## config.mk

```make
export PLATFORM = sky130hd
export DESIGN_NAME = call_return_stack
export DESIGN_NICKNAME = d
export VERILOG_FILES = /design/src/rtl/ras_pkg.sv /design/src/rtl/ras_ctrl.sv /design/src/rtl/ras_store.sv /design/src/rtl/ras_rdout.sv /design/src/rtl/call_return_stack.sv
export SDC_FILE = /design/constraint.sdc
export NUM_CORES = 1
export LEC_CHECK = 0
export BUFFER_PORTS_ARGS = -buffer_cell sky130_fd_sc_hd__clkbuf_2
export CORE_MARGIN = 5
export CORE_UTILIZATION = 50
export CTS_BUF_LIST = sky130_fd_sc_hd__clkbuf_4 sky130_fd_sc_hd__clkbuf_8
export DETAILED_ROUTE_END_ITERATION = 12
export PLACE_DENSITY = 0.67
export SETUP_SLACK_MARGIN = 0.05
export SLEW_MARGIN = 20
export SYNTH_ARGS = -nofsm -noshare
export SYNTH_HDL_FRONTEND = slang
export SYNTH_SLANG_ARGS = --single-unit
```

## constraint.sdc

```tcl
create_clock -name clk -period 3.5 [get_ports clk]
set_clock_uncertainty 0.15 [all_clocks]
set_input_delay 0.35 -clock clk [delete_from_list [all_inputs] [get_ports clk]]
set_output_delay 0.35 -clock clk [all_outputs]
set_load 0.01 [all_outputs]
```

## src/rtl/ras_pkg.sv

```systemverilog
// Package: shared types for the return address stack.
// Assumes: nothing beyond IEEE 1800-2017.
package ras_pkg;

    // Kind of stack update resolved for one cycle
    typedef enum logic [1:0] {
        RAS_IDLE = 2'd0,
        RAS_PUSH = 2'd1,
        RAS_POP  = 2'd2,
        RAS_SWAP = 2'd3
    } ras_kind_e;

endpackage

```

## src/rtl/ras_ctrl.sv

```systemverilog
// Module: ras_ctrl
// Tracks the top-of-stack index and the occupancy of a circular return
// stack. A push advances the top and saturates the occupancy, so an
// overflow overwrites the oldest slot. A pop retreats the top when the
// stack holds anything. A push with a pop replaces the top in place.
// Assumes: DEPTH >= 1; IW and CW are wide enough for DEPTH-1 and DEPTH.
module ras_ctrl
    import ras_pkg::*;
#(
    parameter int DEPTH = 8,
    parameter int IW    = 3,
    parameter int CW    = 4
) (
    input  logic          clk,
    input  logic          rst_n,
    input  logic          push_i,
    input  logic          pop_i,
    output logic          wr_en_o,
    output logic [IW-1:0] wr_idx_o,
    output logic [IW-1:0] top_idx_o,
    output logic [CW-1:0] occ_o,
    output logic          empty_o
);

    localparam logic [IW-1:0] LAST_IDX = IW'(DEPTH - 1);
    localparam logic [CW-1:0] FULL_OCC = CW'(DEPTH);

    logic [IW-1:0] top_q;
    logic [CW-1:0] occ_q;
    ras_kind_e     kind;

    // Next slot index with wrap at DEPTH
    function automatic logic [IW-1:0] idx_inc(input logic [IW-1:0] v);
        return (v == LAST_IDX) ? '0 : v + IW'(1);
    endfunction

    // Previous slot index with wrap at DEPTH
    function automatic logic [IW-1:0] idx_dec(input logic [IW-1:0] v);
        return (v == '0) ? LAST_IDX : v - IW'(1);
    endfunction

    assign empty_o = (occ_q == '0);

    // Resolve the requested operation against the current occupancy
    always_comb begin
        kind = RAS_IDLE;
        if (push_i && pop_i && !empty_o) begin
            kind = RAS_SWAP;
        end else if (push_i) begin
            kind = RAS_PUSH;
        end else if (pop_i && !empty_o) begin
            kind = RAS_POP;
        end
    end

    // Write port: push writes above the top, swap overwrites the top
    always_comb begin
        wr_en_o  = 1'b0;
        wr_idx_o = top_q;
        case (kind)
            RAS_PUSH: begin
                wr_en_o  = 1'b1;
                wr_idx_o = idx_inc(top_q);
            end
            RAS_SWAP: begin
                wr_en_o  = 1'b1;
                wr_idx_o = top_q;
            end
            default: begin
                wr_en_o  = 1'b0;
                wr_idx_o = top_q;
            end
        endcase
    end

    // Top pointer and occupancy registers
    always_ff @(posedge clk) begin
        if (!rst_n) begin
            top_q <= '0;
            occ_q <= '0;
        end else begin
            case (kind)
                RAS_PUSH: begin
                    top_q <= idx_inc(top_q);
                    if (occ_q != FULL_OCC) begin
                        occ_q <= occ_q + CW'(1);
                    end
                end
                RAS_POP: begin
                    top_q <= idx_dec(top_q);
                    occ_q <= occ_q - CW'(1);
                end
                default: begin
                    top_q <= top_q;
                    occ_q <= occ_q;
                end
            endcase
        end
    end

    assign top_idx_o = top_q;
    assign occ_o     = occ_q;

endmodule

```

## src/rtl/ras_store.sv

```systemverilog
// Module: ras_store
// Register file of DEPTH return addresses with one write port and one
// combinational read port. Every slot clears on reset.
// Assumes: wr_idx_i and rd_idx_i are below DEPTH.
module ras_store #(
    parameter int DEPTH = 8,
    parameter int AW    = 32,
    parameter int IW    = 3
) (
    input  logic          clk,
    input  logic          rst_n,
    input  logic          wr_en_i,
    input  logic [IW-1:0] wr_idx_i,
    input  logic [AW-1:0] wr_data_i,
    input  logic [IW-1:0] rd_idx_i,
    output logic [AW-1:0] rd_data_o
);

    logic [DEPTH-1:0][AW-1:0] slots;

    for (genvar e = 0; e < DEPTH; e++) begin : g_slot
        logic [AW-1:0] val_q;

        // One slot: load when the write port selects it
        always_ff @(posedge clk) begin
            if (!rst_n) begin
                val_q <= '0;
            end else if (wr_en_i && (wr_idx_i == IW'(e))) begin
                val_q <= wr_data_i;
            end
        end

        assign slots[e] = val_q;
    end

    // Read mux over all slots
    always_comb begin
        rd_data_o = '0;
        for (int e = 0; e < DEPTH; e++) begin
            if (rd_idx_i == IW'(e)) begin
                rd_data_o = slots[e];
            end
        end
    end

endmodule

```

## src/rtl/ras_rdout.sv

```systemverilog
// Module: ras_rdout
// Forms the prediction outputs. A target is valid only while a pop is
// requested and the stack holds an entry. The target is forced to zero
// otherwise.
// Assumes: rd_data_i is the current top entry.
module ras_rdout #(
    parameter int AW = 32
) (
    input  logic          pop_req_i,
    input  logic          empty_i,
    input  logic [AW-1:0] rd_data_i,
    output logic          vld_o,
    output logic [AW-1:0] tgt_o
);

    // Qualify the top entry with the pop request
    always_comb begin
        vld_o = pop_req_i && !empty_i;
        tgt_o = vld_o ? rd_data_i : '0;
    end

endmodule

```

## src/rtl/call_return_stack.sv

```systemverilog
// Module: call_return_stack (top)
// Predicts function return targets. A call pushes call PC plus the
// instruction size. A predicted return or a decode correction pops the
// top and presents it in the same cycle. The store wraps on overflow.
// Assumes: at most one call per cycle; ret_i and fix_i together count
// as a single pop.
module call_return_stack #(
    parameter int DEPTH       = 8,
    parameter int ADDR_W      = 32,
    parameter int INSTR_BYTES = 4
) (
    input  logic              clk,
    input  logic              rst_n,
    input  logic              call_i,
    input  logic [ADDR_W-1:0] call_pc_i,
    input  logic              ret_i,
    input  logic              fix_i,
    output logic [ADDR_W-1:0] tgt_o,
    output logic              tgt_vld_o
);

    localparam int IW = (DEPTH > 1) ? $clog2(DEPTH) : 1;
    localparam int CW = $clog2(DEPTH + 1);
    localparam logic [ADDR_W-1:0] STEP = ADDR_W'(INSTR_BYTES);

    logic              pop_req;
    logic              wr_en;
    logic [IW-1:0]     wr_idx;
    logic [IW-1:0]     top_idx;
    logic [CW-1:0]     occ;
    logic              empty;
    logic [ADDR_W-1:0] link_addr;
    logic [ADDR_W-1:0] top_data;

    // Either return source requests a single pop
    assign pop_req   = ret_i || fix_i;
    // Return address of the call, wrapping at the address width
    assign link_addr = call_pc_i + STEP;

    ras_ctrl #(
        .DEPTH (DEPTH),
        .IW    (IW),
        .CW    (CW)
    ) u_ctrl (
        .clk       (clk),
        .rst_n     (rst_n),
        .push_i    (call_i),
        .pop_i     (pop_req),
        .wr_en_o   (wr_en),
        .wr_idx_o  (wr_idx),
        .top_idx_o (top_idx),
        .occ_o     (occ),
        .empty_o   (empty)
    );

    ras_store #(
        .DEPTH (DEPTH),
        .AW    (ADDR_W),
        .IW    (IW)
    ) u_store (
        .clk       (clk),
        .rst_n     (rst_n),
        .wr_en_i   (wr_en),
        .wr_idx_i  (wr_idx),
        .wr_data_i (link_addr),
        .rd_idx_i  (top_idx),
        .rd_data_o (top_data)
    );

    ras_rdout #(
        .AW (ADDR_W)
    ) u_rdout (
        .pop_req_i (pop_req),
        .empty_i   (empty),
        .rd_data_i (top_data),
        .vld_o     (tgt_vld_o),
        .tgt_o     (tgt_o)
    );

endmodule

```

* Word level (Yosys, flattened, before mapping)
Index checks and enable logic that the tools add are counted.
** Storage, ports and cells
- Word-level logic and storage cells :: 72
- Input port bits :: 37
- Bits in registers :: 263
- Output and inout bits :: 33
** Operators by class
- Multiplexer cells :: 19
- Equality and inequality tests :: 19
- Reductions and logical operators :: 19
- $add $sub $neg :: 5
** Operators with widths (number)
- $mux W32 :: 9
- $add A32 B3 Y32 const B :: 1
- $eq A3 B3 Y1 const B :: 8
- $eq A3 B2 Y1 const B :: 4
- $logic_and A1 B1 Y1 :: 11
- $mux W3 :: 3
- $pmux W4 S2 :: 1
- $eq A3 B1 Y1 const B :: 2
- $logic_not A3 Y1 :: 2
- $mux W2 :: 3
- $pmux W3 S2 :: 1
- $add A4 B1 Y4 const B :: 1
- $eq A2 B2 Y1 const B :: 2
- $logic_not A4 Y1 :: 1
- $mux W4 :: 1
- $ne A4 B4 Y1 const B :: 1
- $sub A4 B1 Y4 const B :: 1
- $add A3 B1 Y3 const B :: 1
- $sub A3 B1 Y3 const B :: 1
- $eq A2 B1 Y1 const B :: 1
- $ne A2 B1 Y1 const B :: 1
- $reduce_and A2 Y1 :: 1
- $reduce_bool A2 Y1 :: 1
- $reduce_or A2 Y1 :: 1
- 3 further kinds :: 3

* Longest topological paths before layout
Gate-level depths: netlist of run 1.
- Word-level depth :: 10
- Depth in mapped cells :: 10
- Depth with buffers taken out :: 7

* Modules after synthesis
From an unflattened synthesis of run 1, not the netlist that was laid out.
** Unflattened totals
- Cells, all modules :: 1655
- Area, all modules :: 13710.6 um^2
** By module, submodules not included
- ras_store :: instances 1, area an instance 12221.7 um^2, cells an instance 1462
- ras_ctrl :: instances 1, area an instance 578.1 um^2, cells an instance 72
- call_return_stack :: instances 1, area an instance 571.8 um^2, cells an instance 82
- ras_rdout :: instances 1, area an instance 339.1 um^2, cells an instance 39

* Worst setup path before layout of run 1
No wires, ideal clock.
- Kind :: reg-to-reg
- Start :: register u_ctrl.top_q[2], in the netlist u_ctrl.top_idx_o[2]
- End :: register u_store.g_slot[1].val_q[26]
- Setup slack :: 0.759 ns
- Cell stages (with the launch flop) :: 10
- Arrival :: 2.415 ns
- Setup time :: 0.175 ns
- Buffers on the path :: 3
- Cell sequence :: dfxtp_1 -> clkbuf_1 -> inv_1 -> ha_1 -> buf_1 -> nand2b_1 -> a211o_1 -> nand2_2 -> buf_2 -> a311oi_1
** On the way
- Longest elaborated chain between the ends :: 5
- Elaborated cells on any way between the ends :: 6
- Classes of those cells :: 1 x add/sub; 2 x eq/ne; 2 x mux; 1 x reduce/logical
** Ends and longest elaborated chain
- start, declared :: RTL line ras_ctrl.sv:28 : logic [IW-1:0] top_q;
- start signal, assigned :: RTL line ras_ctrl.sv:84 : top_q <= idx_inc(top_q);
- start signal, assigned :: RTL line ras_ctrl.sv:90 : top_q <= idx_dec(top_q);
- start signal, assigned :: RTL line ras_ctrl.sv:94 : top_q <= top_q;
- $add A3 B1 Y3 or $eq A3 B3 Y1 (tied branches) :: RTL line ras_ctrl.sv:34 : return (v == LAST_IDX) ? '0 : v + IW'(1);
- $mux W3 :: RTL line ras_ctrl.sv:34
- $mux W3 * :: RTL line ras_ctrl.sv:60 : case (kind)
- $eq A3 B1 Y1 * :: RTL line ras_store.sv:28 : end else if (wr_en_i && (wr_idx_i == IW'(e))) begin
- $logic_and A1 B1 Y1 * :: RTL line ras_store.sv:28
- end signal, assigned :: RTL line ras_store.sv:29 : val_q <= wr_data_i;
- end, declared :: RTL line ras_store.sv:22 : logic [AW-1:0] val_q;
Mark *: on every way between the ends. The rest lies on a longest branch, timed or not.
A chain may end at the register's enable or synchronous reset.

* Worst setup path in the final report of run 1
- Start :: register u_ctrl.top_q[1], in the netlist u_ctrl.top_idx_o[1]
- End :: output tgt_o[6]
** On the way
- Longest elaborated chain between the ends :: 10
- Elaborated cells on any way between the ends :: 17
- Classes of those cells :: 7 x eq/ne; 9 x mux; 1 x reduce/logical
** Ends and longest elaborated chain
- $logic_not A3 Y1 :: RTL line ras_store.sv:40 : if (rd_idx_i == IW'(e)) begin
- $mux W32 (7 in a row) :: RTL line ras_store.sv:40
- $mux W32 * :: RTL line ras_store.sv:40
- $mux W32 * :: RTL line ras_rdout.sv:19 : tgt_o = vld_o ? rd_data_i : '0;
- end, declared :: RTL line call_return_stack.sv:18 : output logic [ADDR_W-1:0] tgt_o,
Marks and branches as above.

==> impl_metrics.yaml, run 1 <==
drt:
  drc: 0
  postRouteWirelength_um: 50260
  via_count: 13472
  wire_per_inst_um: 26.68
  drtIter0Drc: 2034
  vias_per_cell: 7.151
  dr.pass1.iters: 6
  drtAntennaViolNets: 0
timing:
  rsz0062_at_grt: "no"
  tns_ns: 0
  final-max-slew-violation-count: 0
  worst_pin_slew_ns: 1.184
  hold_viol_final: 0
  setup_viol: 0
  max_slew_margin: 0.2048
  min_period_ns: 3.386
  fin_crit_sh: 0.9674
  fmax_mhz: 295.3
clocking:
  clk_pin_slew_ns: 0.06
  worstSkewPairLatency_ns: 0.56
  cts_made_buffers: 46
  cts-root-buf: "clkbuf_8"
  htreeDepth: 2
  cts_max_path_buffers: 3
  cts_setup_buffers: 0
  cts_tree: "yes"
  clock-sinks: 263
critical_path:
  cpMostUsedCell: "buf_4"
  required_ns: 3.00
  crit_chain: "inv_1 -> ha_1 -> buf_4 -> nand2_1 -> buf_4 -> o21ai_0 -> o221ai_1 -> clkbuf_2"
  cpMaxStageDelayCell: "dfxtp_1"
  max_stage_delay_ns: 0.44
  path_class: "reg -> out"
  cp.arrival_ns: 2.89
  cp-end-kind: "output pin"
  crit_fanout: 32
  r2r_cells: 7
  crit_path_start_kind: "register"
synth:
  ys.flop_type: "dfxtp_1"
  netlist_area_um2: 13050
  synth-async-reset-ratio: 0
  syn-num-nets: 1537
  synthCells: 1491
  yosysWarnings: 0
  synthDistinctLibCells: 61
  ys_ff_latch: 263
  yosysSeqAreaShare: 0.4035
  syn_avg_cell_area_um2: 8.753
  synth-edff-count: 0
cells_and_area:
  layout_commonest_cell: "dfxtp_1"
  antennaDiodeCount: 0
  multi_input_area_um2: 6950
  final_cell_mix: "dfxtp_1 (262), nor3_1 (205), a311oi_1 (121)"
  fin_nets: 1570
  area_growth_syn_to_layout_pct: 12.66
  layout-drive-gt1-share: 0.1691
  fillers: 2381
  seqCellArea_um2: 5266
  fin_area_um2: 14700
floorplanning:
  dieArea_um2: 29430
  ioPinCount: 70
  die_h_um: 171.6
  initial_core_util: 0.5036
  coreArea_um2: 25910
  die_x_um: 171.6
  core.rowCount: 59
grt:
  grt_max_degree: 71
  grt_first_pass_wirelength_um: 75890
  grt_pass1_vias: 12652
  track_usage: 0.3313
  antenna_found_initial: 1
  overflow: 0
hold_path:
  hold_path_depth: 3
  hold_class: "in -> reg"
flow_run:
  maxCapViolations: 0
pwr:
  p_sw_w: 0.005311
  ir_drop_mv: 0.6929
  leakagePower_nw: 4.896
  internal_power_w: 0.007462
  combPwrFrac: 0.447
  p_per_area_nw_per_um2: 868.8
  sw_frac_of_total: 0.4158
  seqPwrFrac: 0.335
  power_frac_clock: 0.218
outcome:
  outcome: "finished clean"
placed_design:
  gp_congestion: 0.9331
  place_hpwl_um: 30370
  place_area_um2: 13780
  port_buffers: 69
synth_stat cells (20+ instances only):
cell | number | share of area
a211oi_1 | 71 | 0.041
a21oi_1 | 58 | 0.022
a221oi_1 | 32 | 0.021
a22oi_1 | 33 | 0.019
a311oi_1 | 121 | 0.081
a31oi_1 | 33 | 0.016
buf_2 | 23 | 0.0088
buf_6 | 20 | 0.017
clkbuf_1 | 110 | 0.032
dfxtp_1 | 263 | 0.40
nand2_1 | 78 | 0.022
nand3_1 | 53 | 0.020
nand3b_1 | 32 | 0.018
nor2_1 | 20 | 0.0058
nor2b_1 | 32 | 0.015
nor3_1 | 208 | 0.080
o21ai_0 | 60 | 0.023
o221ai_1 | 32 | 0.021
o31ai_1 | 43 | 0.025
timing repair:
action,4_1_cts,5_1_grt
setup endpoints to repair,0,32
resized for setup,0,8
hold buffers,1,0
endpoints found under the hold margin,7,0
critical path: cells and delay by family, from the launching register on:
family / cells / cell delay (ns)
AO/OA/AOI/OAI: 2 / 0.53
adder cells (fa/ha/maj): 1 / 0.22
buffers and inverters: 4 / 1.01
flip-flops: 1 / 0.44
AND/OR/NAND/NOR: 1 / 0.11
area by class of cell:
cell class                 count  area share
sequential                   263      0.3582
timing repair buffer         152     0.07668
clock inverter                 4    0.001957
inverter                      13    0.003660
multi-input combinational   1048      0.4728
clock buffer                  69     0.05821
tap                          335     0.02851
logic make-up (layout without fill, tap and decap cells):
logic type,after synthesis,after routing,share of synthesized area
AO/OA/AOI/OAI,521,521,0.3037
AND/OR/NAND/NOR,503,503,0.2067
flip-flops,263,263,0.4035
buffers and inverters,180,238,0.06721
XOR/XNOR,13,13,0.008725
adder cells (fa/ha/maj),9,9,0.008629
multiplexers,2,2,0.001534
layer usage:
layer / routed length, um / share of wire / track usage
met2: 21940 / 0.44 / 0.4986
met4: 1417 / 0.028 / 0.1037
met1: 20070 / 0.40 / 0.4605
met3: 6842 / 0.14 / 0.09607
met5: 0 / 0 / 0
stage by stage:
step	power (W)	utilization	worst slack [ns]	cells	hold WS, ns
4_1_cts	0.01258	0.5663	0.1009	1884	0.01052
3_3_place_gp	0.009715	0.5318	0.7257	1810	0.3013
3_5_place_dp	0.009807	0.5318	0.6924	1810	0.3062
6_report	0.01277	0.5674	0.1140	1884	0.02947
2_1_floorplan	0.008007	-	0.7595	1491	0.2906
5_1_grt	0.01339	0.5674	0.06861	1884	0.02724
final timing paths:
| check | from | to | slack (ns) |
|---|---|---|---|
| setup reg to reg | u_ctrl.top_idx_o[1] | u_store.g_slot[3].val_q[26] | 0.61 |
| setup / recovery | u_ctrl.top_idx_o[1] | tgt_o[6] | 0.11 |
| hold reg to reg | u_store.g_slot[6].val_q[1] | u_store.g_slot[6].val_q[1] | 0.31 |
| hold / removal | call_pc_i[1] | u_store.g_slot[2].val_q[1] | 0.03 |
sequential cells by signal (all words and copies together) (netlist names):
register,flops
u_store.g_slot.val_q,256
u_ctrl.occ_o,4
u_ctrl.top_idx_o,3
power groups by stage:
stage | clock network, W | logic, W | registers [W]
global route | 0.00294 | 0.00611 | 0.00435
global placement | 0 | 0.00543 | 0.00429
CTS | 0.00281 | 0.00552 | 0.00425
finish | 0.00279 | 0.00571 | 0.00427
floorplan | 0 | 0.00383 | 0.00418
detailed placement | 0 | 0.00551 | 0.00430
No activity file was read; power rests on OpenSTA's default activity.
==> run 2: changes to the inputs <==
--- a/config.mk
+++ b/config.mk
@@ -5,11 +5,13 @@
 export SDC_FILE = /design/constraint.sdc
 export NUM_CORES = 1
 export LEC_CHECK = 0
+export ABC_AREA = 1
 export BUFFER_PORTS_ARGS = -buffer_cell sky130_fd_sc_hd__clkbuf_2
 export CORE_MARGIN = 5
 export CORE_UTILIZATION = 50
 export CTS_BUF_LIST = sky130_fd_sc_hd__clkbuf_4 sky130_fd_sc_hd__clkbuf_8
 export DETAILED_ROUTE_END_ITERATION = 12
+export GPL_ROUTABILITY_DRIVEN = 0
 export PLACE_DENSITY = 0.67
 export SETUP_SLACK_MARGIN = 0.05
 export SLEW_MARGIN = 20
==> run 2 against run 1 <==
Synthesized cell count rose by 66%. Sequential power fell by 5.6%. Total power rose by 4.4%. Die area rose by 11%. Flip-flop and latch count did not move. Synthesized area rose by 12%. Non-clock buffer count fell by 46. Clock power rose by 6%. Worst hold slack improved by 0.094 ns. Final cell count rose by 55%. Fmax rose by 4.1%. Critical endpoint is now tgt_o[20].
==> impl_metrics.yaml, run 2 <==
synth:
  synth-edff-count: 0
  yosysSeqAreaShare: 0.3603
  synthCells: 2481
  ys_ff_latch: 263
  synthDistinctLibCells: 35
  netlist_area_um2: 14610
  synth_commonest_cells: "nand2_1 (762), nor2_1 (651), dfxtp_1 (263)"
  syn-num-nets: 2527
  syn_avg_cell_area_um2: 5.890
  yosysTopAreaCell: "dfxtp_1"
  ys.flop_type: "dfxtp_1"
  synth_top_area_frac: 0.3603
  yosysMostFrequentCell: "nand2_1"
  synth-async-reset-ratio: 0
  yosysWarnings: 0
  synth.area.top_cells: "dfxtp_1 (36%), nand2_1 (20%), nor2_1 (17%), inv_1 (6.1%), o21ai_0 (4.3%)"
critical_path:
  crit_fanout: 36
  required_ns: 3.00
  crit_path_start_kind: "register"
  cp-end-kind: "output pin"
  cp.arrival_ns: 2.75
  path_class: "reg -> out"
pwr:
  seqPwrFrac: 0.303
  internal_power_w: 0.007430
  ir_drop_mv: 0.3809
  p_sw_w: 0.005904
  combPwrFrac: 0.476
  fin_total_pwr_w: 0.01333
  p_per_area_nw_per_um2: 825.8
  sw_frac_of_total: 0.4428
  leakagePower_nw: 8.004
  power_frac_clock: 0.222
grt:
  track_usage: 0.2417
  antenna_found_initial: 0
  grt_max_degree: 119
  grt_pass1_vias: 13355
  grt_first_pass_wirelength_um: 66850
  overflow: 0
placed_design:
  place_ws_ns: 0.6647
  place_area_um2: 15160
  place_hpwl_um: 26820
  port_buffers: 69
clocking:
  clk_pin_slew_ns: 0.06
  cts_made_buffers: 46
  cts-root-buf: "clkbuf_8"
  cts_tree: "yes"
  worstSkewPairLatency_ns: 0.56
  hold_buffers: 0
  clock-sinks: 263
  cts_max_path_buffers: 3
  htreeDepth: 2
cells_and_area:
  fin_area_um2: 16150
  seqCellArea_um2: 5266
  largest_register_ffs: 256
  layout-drive-gt1-share: 0.09569
  fin_nets: 2543
  layout_commonest_cell: "nand2_1"
  multi_input_area_um2: 7814
  area_growth_syn_to_layout_pct: 10.51
  antennaDiodeCount: 0
  final_cell_mix: "nand2_1 (760), nor2_1 (649), dfxtp_1 (262)"
  largest_register: "u_store.g_slot.val_q"
  fillers: 2981
outcome:
  outcome: "finished clean"
timing:
  max_slew_margin: 0.4112
  fin_crit_sh: 0.9292
  hold_slack_ns: 0.1238
  hold_viol_final: 0
  min_period_ns: 3.252
  final-max-slew-violation-count: 0
  rsz0062_at_grt: "no"
  fmax_mhz: 307.5
  tns_ns: 0
  setup_slack_ns: 0.2479
  setup_viol: 0
  worst_pin_slew_ns: 0.8832
floorplanning:
  die_h_um: 181.0
  dieArea_um2: 32740
  coreArea_um2: 28780
  initial_core_util: 0.5077
  core.rowCount: 62
  ioPinCount: 70
  die_x_um: 181.0
drt:
  via_count: 14532
  drc: 0
  dr.pass1.iters: 5
  wire_per_inst_um: 14.03
  vias_per_cell: 4.989
  postRouteWirelength_um: 40880
  drtAntennaViolNets: 0
  drtIter0Drc: 989
hold_path:
  hold_class: "in -> reg"
flow_run:
  maxCapViolations: 0
## run 2: changes by cell type in the layout (fill, tap and decap cells not counted), moves of 36 or more
cell and change:
o21ai_0 +67, inv_1 +224, a311oi_1 -121, nand2_1 +682, a211oi_1 -71, buf_4 -36
o31ai_1 -43, nor2_1 +630, nand3_1 +64, nor3_1 -198
## run 2: logic make-up after synthesis
family	synth area share
fa+ha+maj	0.007706
compound gates	0.07698
buf+inv	0.1065
xor+xnor	0.008990
flops	0.3603
simple gates	0.4395
## run 2: final timing paths
check	start	slack [ns]	end	cells after the start
max	u_ctrl.top_idx_o[0]	0.25	tgt_o[20]	12
min	call_pc_i[1]	0.12	u_store.g_slot[5].val_q[1]	5
max reg2reg	u_ctrl.top_idx_o[0]	0.71	u_store.g_slot[1].val_q[28]	11
min reg2reg	u_store.g_slot[4].val_q[14]	0.31	u_store.g_slot[4].val_q[14]	2
## run 2: routing by layer
| metal | GRT usage | up-vias | share of wire | routed length, um |
|---|---|---|---|---|
| met5 | 0 | - | 0 | 0 |
| li1 | - | 7523 | - | - |
| met2 | 0.4374 | 324 | 0.49 | 20170 |
| met3 | 0.02996 | 105 | 0.040 | 1642 |
| met4 | 0.09186 | 0 | 0.035 | 1432 |
| met1 | 0.2930 | 6580 | 0.43 | 17640 |
## run 2: metrics by stage
stage / utilization / cells
floorplan: - / 2481
global placement: 0.5269 / 2833
detailed placement: 0.5269 / 2833
CTS: 0.5607 / 2913
global route: 0.5611 / 2913
finish: 0.5611 / 2913
## run 2: cell type report
type	instances	area share
clock buffers	75	0.05850
repair buffers	106	0.04324
well taps	384	0.02975
clock inverters	5	0.001705
inverters	244	0.05680
flip-flops and latches	263	0.3261
multi-input cells	1836	0.4839
## run 2: power groups by stage
stage	Combinational [W]	Clock (W)	Sequential, W
after floorplan	0.00468	0	0.00400
after CTS	0.00638	0.00301	0.00403
after detailed placement	0.00634	0	0.00409
after global placement	0.00626	0	0.00406
after global routing	0.00719	0.00315	0.00411
final	0.00634	0.00296	0.00403
## run 2: repair_timing
action | 4_1_cts | 5_1_grt
gates resized for setup | 1 | 3
endpoints found under the setup margin | 1 | 31
buffers inserted | 0 | 0
gates cloned | 0 | 0
## run 2: critical path, stage by stage (launching register included)
cell and delay, ns:
dfxtp_1 0.43, inv_1 0.12, ha_1 0.25, nand2_1 0.22, buf_4 0.39, nand2_1 0.09
inv_1 0.06, nand2_1 0.09, nand2_1 0.08, nand2_1 0.06, a21oi_1 0.22, nor2_1 0.06
clkbuf_2 0.13
